### src/rtl/gpio_port_pkg.sv
package gpio_port_pkg;
  localparam int unsigned BUS_W  = 8;
  localparam int unsigned ADDR_W = 2;

  typedef enum logic [ADDR_W-1:0] {
    REG_DATA = 2'd0,
    REG_DIR  = 2'd1,
    REG_PIN  = 2'd2,
    REG_NONE = 2'd3
  } reg_addr_e;
endpackage

### src/rtl/gpio_in_sync.sv
module gpio_in_sync #(
  parameter int unsigned WIDTH  = 7,
  parameter int unsigned STAGES = 2
) (
  input  logic             clk_i,
  input  logic             rst_ni,
  input  logic [WIDTH-1:0] d_i,
  output logic [WIDTH-1:0] q_o
);
  logic [WIDTH-1:0] stage_q [STAGES];

  // no reset: pin view must stay live through reset
  always_ff @(posedge clk_i) stage_q[0] <= d_i;

  for (genvar s = 1; s < STAGES; s++) begin : g_stage
    always_ff @(posedge clk_i) stage_q[s] <= stage_q[s-1];
  end

  assign q_o = stage_q[STAGES-1];


  sync_latency_chk: assert property (@(posedge clk_i) disable iff (!rst_ni)
    q_o == $past(d_i, STAGES));
endmodule

### src/rtl/gpio_port_regs.sv
module gpio_port_regs
  import gpio_port_pkg::*;
#(
  parameter int unsigned PORT_W = 7
) (
  input  logic              clk_i,
  input  logic              rst_ni,
  input  logic [ADDR_W-1:0] addr_i,
  input  logic              we_i,
  input  logic [BUS_W-1:0]  wdata_i,
  output logic [BUS_W-1:0]  rdata_o,
  input  logic [PORT_W-1:0] pin_s_i,
  output logic [PORT_W-1:0] data_q_o,
  output logic [PORT_W-1:0] dir_q_o
);
  localparam int unsigned PAD_W = BUS_W - PORT_W;

  logic [PORT_W-1:0] data_q, dir_q, data_view;
  logic              wr_data, wr_dir;
  logic              unused_wbits;

  assign unused_wbits = ^wdata_i[BUS_W-1:PORT_W];
  assign wr_data = we_i && (addr_i == REG_DATA);
  assign wr_dir  = we_i && (addr_i == REG_DIR);

  always_ff @(posedge clk_i or negedge rst_ni) begin
    if (!rst_ni) begin
      data_q <= '0;
      dir_q  <= '0;
    end else begin
      if (wr_data) data_q <= wdata_i[PORT_W-1:0];
      if (wr_dir)  dir_q  <= wdata_i[PORT_W-1:0];
    end
  end

  for (genvar i = 0; i < PORT_W; i++) begin : g_view
    assign data_view[i] = dir_q[i] ? data_q[i] : pin_s_i[i];
  end

  always_comb begin
    unique case (addr_i)
      REG_DATA: rdata_o = {{PAD_W{1'b0}}, data_view};
      REG_DIR:  rdata_o = {{PAD_W{1'b0}}, dir_q};
      REG_PIN:  rdata_o = {{PAD_W{1'b0}}, pin_s_i};
      default:  rdata_o = '0;
    endcase
  end

  assign data_q_o = data_q;
  assign dir_q_o  = dir_q;


  data_write_chk: assert property (@(posedge clk_i) disable iff (!rst_ni)
    (we_i && addr_i == REG_DATA) |=> data_q == $past(wdata_i[PORT_W-1:0]));

  dir_write_chk: assert property (@(posedge clk_i) disable iff (!rst_ni)
    (we_i && addr_i == REG_DIR) |=> dir_q == $past(wdata_i[PORT_W-1:0]));

  pin_wr_ignored_chk: assert property (@(posedge clk_i) disable iff (!rst_ni)
    (we_i && addr_i == REG_PIN) |=> $stable(data_q) && $stable(dir_q));

  none_wr_ignored_chk: assert property (@(posedge clk_i) disable iff (!rst_ni)
    (we_i && addr_i == REG_NONE) |=> $stable(data_q) && $stable(dir_q));
endmodule

### src/rtl/gpio_pin_ctrl.sv
module gpio_pin_ctrl #(
  parameter int unsigned N_FAULT = 4,
  parameter int unsigned N_CS    = 3,
  localparam int unsigned PORT_W = N_FAULT + N_CS
) (
  input  logic               clk_i,
  input  logic               rst_ni,
  input  logic [PORT_W-1:0]  data_q_i,
  input  logic [PORT_W-1:0]  dir_q_i,
  input  logic [N_FAULT-1:0] fault_en_i,
  input  logic [N_CS-1:0]    cs_en_i,
  input  logic [PORT_W-1:0]  pin_s_i,
  output logic [PORT_W-1:0]  pad_oe_o,
  output logic [PORT_W-1:0]  pad_out_o,
  output logic [N_FAULT-1:0] fault_o,
  output logic [N_CS-1:0]    cs_o
);
  logic [PORT_W-1:0] periph_own;

  assign periph_own = {cs_en_i, fault_en_i};

  // peripheral ownership beats the direction bit
  for (genvar i = 0; i < PORT_W; i++) begin : g_pin
    assign pad_oe_o[i]  = dir_q_i[i] & ~periph_own[i];
    assign pad_out_o[i] = data_q_i[i];
  end

  assign fault_o = pin_s_i[N_FAULT-1:0];
  assign cs_o    = pin_s_i[PORT_W-1:N_FAULT];


  fault_forces_in_chk: assert property (@(posedge clk_i) disable iff (!rst_ni)
    (pad_oe_o[N_FAULT-1:0] & fault_en_i) == '0);

  cs_forces_in_chk: assert property (@(posedge clk_i) disable iff (!rst_ni)
    (pad_oe_o[PORT_W-1:N_FAULT] & cs_en_i) == '0);
endmodule

### src/rtl/gpio_pwm_port.sv
module gpio_pwm_port
  import gpio_port_pkg::*;
#(
  parameter int unsigned N_FAULT     = 4,
  parameter int unsigned N_CS        = 3,
  parameter int unsigned SYNC_STAGES = 2,
  localparam int unsigned PORT_W     = N_FAULT + N_CS
) (
  input  logic               clk_i,
  input  logic               rst_ni,
  input  logic [ADDR_W-1:0]  bus_addr_i,
  input  logic               bus_we_i,
  input  logic [BUS_W-1:0]   bus_wdata_i,
  output logic [BUS_W-1:0]   bus_rdata_o,
  input  logic [N_FAULT-1:0] fault_en_i,
  input  logic [N_CS-1:0]    cs_en_i,
  input  logic [PORT_W-1:0]  pad_in_i,
  output logic [PORT_W-1:0]  pad_oe_o,
  output logic [PORT_W-1:0]  pad_out_o,
  output logic [N_FAULT-1:0] fault_o,
  output logic [N_CS-1:0]    cs_o
);
  logic [PORT_W-1:0] pin_s, data_q, dir_q;

  gpio_in_sync #(.WIDTH(PORT_W), .STAGES(SYNC_STAGES)) u_sync (
    .clk_i (clk_i),
    .rst_ni(rst_ni),
    .d_i   (pad_in_i),
    .q_o   (pin_s)
  );

  gpio_port_regs #(.PORT_W(PORT_W)) u_regs (
    .clk_i   (clk_i),
    .rst_ni  (rst_ni),
    .addr_i  (bus_addr_i),
    .we_i    (bus_we_i),
    .wdata_i (bus_wdata_i),
    .rdata_o (bus_rdata_o),
    .pin_s_i (pin_s),
    .data_q_o(data_q),
    .dir_q_o (dir_q)
  );

  gpio_pin_ctrl #(.N_FAULT(N_FAULT), .N_CS(N_CS)) u_pins (
    .clk_i     (clk_i),
    .rst_ni    (rst_ni),
    .data_q_i  (data_q),
    .dir_q_i   (dir_q),
    .fault_en_i(fault_en_i),
    .cs_en_i   (cs_en_i),
    .pin_s_i   (pin_s),
    .pad_oe_o  (pad_oe_o),
    .pad_out_o (pad_out_o),
    .fault_o   (fault_o),
    .cs_o      (cs_o)
  );


  fault_route_chk: assert property (@(posedge clk_i) disable iff (!rst_ni)
    fault_o == $past(pad_in_i[N_FAULT-1:0], SYNC_STAGES));

  cs_route_chk: assert property (@(posedge clk_i) disable iff (!rst_ni)
    cs_o == $past(pad_in_i[PORT_W-1:N_FAULT], SYNC_STAGES));

  reset_oe_chk: assert property (@(posedge clk_i)
    !rst_ni |-> pad_oe_o == '0);
endmodule

### config.mk
export PLATFORM = sky130hd
export DESIGN_NAME = gpio_pwm_port
export DESIGN_NICKNAME = d
export VERILOG_FILES = /design/src/rtl/gpio_port_pkg.sv /design/src/rtl/gpio_in_sync.sv /design/src/rtl/gpio_port_regs.sv /design/src/rtl/gpio_pin_ctrl.sv /design/src/rtl/gpio_pwm_port.sv
export SDC_FILE = /design/constraint.sdc
export NUM_CORES = 1
export LEC_CHECK = 0
export ABC_AREA = 1
export BUFFER_PORTS_ARGS = -buffer_cell sky130_fd_sc_hd__buf_2
export CORE_MARGIN = 2
export CORE_UTILIZATION = 46
export DETAILED_ROUTE_END_ITERATION = 8
export GPL_TIMING_DRIVEN = 0
export PLACE_DENSITY = 0.79
export SLEW_MARGIN = 10
export SYNTH_ARGS = -nofsm -noshare
export SYNTH_HDL_FRONTEND = slang
export SYNTH_SLANG_ARGS = --single-unit
### constraint.sdc
create_clock -name clk_i -period 1 [get_ports clk_i]
set_clock_uncertainty 0.15 [all_clocks]
set_input_delay 0.1 -clock clk_i [delete_from_list [all_inputs] [get_ports clk_i]]
set_output_delay 0.1 -clock clk_i [all_outputs]
set_load 0.01 [all_outputs]
Yosys cells after proc, flatten, opt, wreduce, memory -nomap -nowiden. Memory sizes are Yosys's and may differ from the RTL's. Cells that the tools add are included.

Register bits: 14. Latch bits: 0. Bits in writable memories: 14. Memory bits (read-only): 0. Output and inout bits: 29. Word-level logic and storage cells: 30. Memories: 1.

$add $sub $neg: 0. Multipliers: 0. Div/mod/pow operators: 0. Magnitude comparators: 0. Eq/ne operators: 2. Shift-type cells: 0. Mux-type cells: 8. Bitwise gates (word level): 14. Reduce and logical (&&, ||, !) cells: 3.

Memory list: u_sync.stage_q (depth 2, bits a word 7, read ports 2, clocked after memory_dff 0, write ports 2, line gpio_in_sync.sv:10) `logic [WIDTH-1:0] stage_q [STAGES];`.

Operator list (count): $pmux 7 s3 (1); $and 1x1->1 (7); $mux 1 (7); $not 1->1 (7); $eq 2x1->1 const B (1); $eq 2x2->1 const B (1); $logic_and 1x1->1 (2); $logic_not 2->1 (1).

Longest topological paths before layout. An unclocked memory read counts as a cell.

Depth in word-level cells: 3. Depth in mapped cells: 6.

Hierarchy. Synthesis repeated with hierarchy kept, for this count alone.

Cell total of the unflattened synthesis: 194. Area total of the unflattened synthesis: 1468.9 um2.

By module, submodules not included: gpio_port_regs (times used 1, cells each 145, area an instance 960.9 um2); gpio_in_sync (times used 1, cells each 21, area an instance 332.8 um2); gpio_pin_ctrl (times used 1, cells each 28, area an instance 175.2 um2).

Least setup slack after synthesis. Ideal clock, no wire load.

Path kind: input-to-output. From: input bus_addr_i[0]. To: output bus_rdata_o[2]. Arrival time: 0.682 ns. Slack: 0.068 ns. Cell stages on the path: 5. Path through: buf_4 -> nor2_8 -> buf_8 -> nand3_2 -> nand2_1.

Cells in the longest elaborated chain, start to end: 2. Elaborated cells between the ends (all ways): 4.

Ends and longest elaborated chain: from (decl) (line gpio_pwm_port.sv:11) `input logic [ADDR_W-1:0] bus_addr_i,`; $eq 2x2->1, or another cell as far along (line gpio_port_regs.sv:41) `unique case (addr_i)`; $pmux 7 s3 (*) (line gpio_port_regs.sv:41); to (decl) (line gpio_pwm_port.sv:14) `output logic [BUS_W-1:0] bus_rdata_o,`.

Mark *: on every way between the ends. The rest lies on a longest branch, timed or not.

Worst setup path in the final report.
From: register u_regs.dir_q[6] (netlist: u_regs.dir_q_o[6]). To: output bus_rdata_o[6].

Cells in the longest elaborated chain, start to end: 2.

Ends and longest elaborated chain: from (decl) (line gpio_port_regs.sv:18) `logic [PORT_W-1:0] data_q, dir_q, data_view;`; from (signal assigned) (line gpio_port_regs.sv:32) `if (wr_dir) dir_q <= wdata_i[PORT_W-1:0];`; $mux 1 (line gpio_port_regs.sv:37) `assign data_view[i] = dir_q[i] ? data_q[i] : pin_s_i[i];`; $pmux 7 s3 (*) (line gpio_port_regs.sv:41).

Marks and branches as above.

==> summary.md <==
| Metric | Value |
|---|---|
| Crit path arrival time | `1.17 ns` |
| Shortest period the worst path allows | `1.42 ns` |
| N_diodes | `0` |
| Top area cells in the synthesized netlist | `dfrtp_1 (27%), dfxtp_1 (21%), nand2_1 (18%)` |
| EDFF count, synth | `0` |
| Chip Width | `57.4 µm` |
| RSZ-0062 raised after global routing | `yes` |
| Fin worst setup slack | `-0.416 ns` |
| Clk Latency, worst-skew pair | `0.33 ns` |
| Final antenna-violating net count | `0` |
| Syn Nets | `200` |
| Seq cells post-synth | `28` |
| # Max-Cap Violations | `0` |
| Share of cells above drive strength 1 | `39.0%` |
| Clk Tree Root Cell | `clkbuf_4` |
| Initial Utilization | `48.1%` |
| Routability cong. | `0.761` |
| DRT Pass-1 Iters | `4` |
| PwrDens | `1350 nW/µm²` |
| Standard-cell rows | `19` |
| Status | `finished with violations` |
| Clk buf depth | `2` |
| Clock tree sinks | `28` |
| CTS tree | `yes` |
| Initial antenna violation count | `0` |
| Via count | `1,322` |
| Final Hold Fails | `7` |
| TritonCTS Buffers | `3` |
| Worst Setup End Kind | `primary output` |
| Most frequent cells after synthesis | `nand2_1 (63), inv_1 (28), nand3_1 (25), dfrtp_1 (14), dfxtp_1 (14)` |
| Crit start category | `flip-flop` |
| Yosys Warn Count | `0` |
| Pleak | `1.10 nW` |
| Setup TNS | `-6.98 ns` |
| Violated checks | `hold timing, setup timing` |
| Placed insts | `254` |
| Largest net degree at the start of global routing | `16` |
| Number of global-route vias before repair | `1,279` |
| Total power | `2.60 mW` |
| Top_reg_cell synth | `dfxtp_1` |
| Routed len/inst | `11.6 µm` |
| Max Fclk | `706 MHz` |
| Number of DRC markers in iteration 0 | `39` |
| Endpoints failing setup | `28` |
| Dpl cell area | `1600 µm²` |
| Die Height | `57.4 µm` |
| H-tree levels | `1` |
| Crit path required time | `0.75 ns` |
| Hpwl dp | `2070 µm` |
| Critical path peak fanout | `4` |
| Core area | `2730 µm²` |
| Final period utilization | `142%` |
| Most frequent cell after synthesis | `nand2_1` |
| Synth top area share | `26.7%` |
| Area delta synth->final | `45.9%` |
| Via/cell ratio | `4.77` |
| Critical path type | `reg -> out` |
| Distinct cell type count after synthesis | `17` |
| Maximum vdd drop | `1.13 mV` |
| Gr ovfl total | `0` |
| Clock-pin transition on the worst setup and hold timing paths | `0.15 ns` |
| Hold/Removal Path Class | `in -> reg` |
| Synth Cell Area | `1310 µm²` |
| Routed WL | `3220 µm` |
| Full die area | `3300 µm²` |
| Ys async rst share | `50.0%` |
| Hold_ws | `-0.0476 ns` |
| Post-route insts no fill | `277` |
| IO buf count | `50` |
| Final-stage net count | `274` |
| Largest area contributor in the netlist | `dfrtp_1` |
| Residual DRC count | `0` |
| Design Area, Final | `1920 µm²` |
| Final Max Slew Viols | `0` |
| Post-Place Worst Slack | `-0.101 ns` |
| Syn avg cell area | `7.59 µm²` |
| Fin util | `70.1%` |
| Global Route Usage Sum | `21.1%` |
| Register area share after synthesis | `48.0%` |
| Hold-fix buffers, CTS | `16` |
| I/O Pins | `56` |
| Post-Synthesis Cells | `173` |
| First-pass GRT wire length | `5360 µm` |
[where the power goes]
part	switching, mW	internal (mW)
Sequential	0.108	1.25
Combinational	0.376	0.369
Clock	0.339	0.157
[worst paths after layout]
path / start / endpoint / slack (ns) / cells past startpoint
min reg2reg: u_sync.stage_q[0][6] / u_sync.stage_q[0][13] / 0.19 / 0
min: bus_we_i / u_regs.data_q_o[3] / -0.05 / 3
max in group asynchronous: rst_ni / u_regs.dir_q_o[5] / 0.41 / 2
max reg2reg: u_regs.dir_q_o[0] / u_regs.dir_q_o[0] / 0.08 / 3
min in group asynchronous: rst_ni / u_regs.data_q_o[4] / 0.02 / 2
max: u_regs.dir_q_o[6] / bus_rdata_o[6] / -0.42 / 4
[metal layers]
| layer | part of all wire [%] | up-vias | GRT usage (%) |
|---|---|---|---|
| li1 | - | 657 | - |
| met1 | 40 | 602 | 26.1 |
| met2 | 51 | 58 | 35.6 |
| met3 | 7.1 | 5 | 2.72 |
| met4 | 1.6 | 0 | 11.3 |
| met5 | 0 | - | 0 |
[critical path, stage by stage (launching register included)]
cell and delay, ns:
dfrtp_1 0.45, nand2_1 0.11, nand3_2 0.09, nand2_1 0.07
buf_2 0.12
[area by class of cell]
class / instances / area, µm²
Sequential cell: 28 / 641
Tap cell: 31 / 38.8
Fill cell: 231 / 817
Inverter: 31 / 119
Buffer: 11 / 114
Clock buffer: 4 / 26.3
Multi-Input combinational cell: 102 / 483
Timing Repair Buffer: 70 / 495
[cell usage in the layout, fill, tap and decap left out]
master         instances
nand2_1               60
buf_2                 43
nand3_1               23
inv_1                 23
buf_6                 17
dlygate4sd3_1         15
dfrtp_1               13
inv_2                  7
nor2_1                 7
dfxtp_1                7
dfxtp_2                7
buf_4                  5
nand3_2                5
nand2_2                4
clkbuf_4               3
inv_4                  1
nor2_8                 1
buf_8                  1
nand3_4                1
conb_1                 1
clkbuf_1               1
dfrtp_2                1
[timing repair]
action,4_1_cts,5_1_grt
setup endpoints to repair,28,35
buffers inserted,1,4
pin swaps,17,12
gates resized for setup,22,13
endpoints found under the hold margin,35,6
[sequential cells by signal (all words and copies together) (netlist names)]
signal	cells
u_sync.stage_q	14
u_regs.data_q_o	7
u_regs.dir_q_o	7
[cell families (layout without fill, tap and decap cells)]
group / count (synthesis) / in the layout / share of synthesized area [%]
buf+inv: 43 / 116 / 16.6
flops: 28 / 28 / 48.0
other cells: 1 / 1 / 0.285
simple gates: 101 / 101 / 35.1
Power figures use the tool's default switching activity.
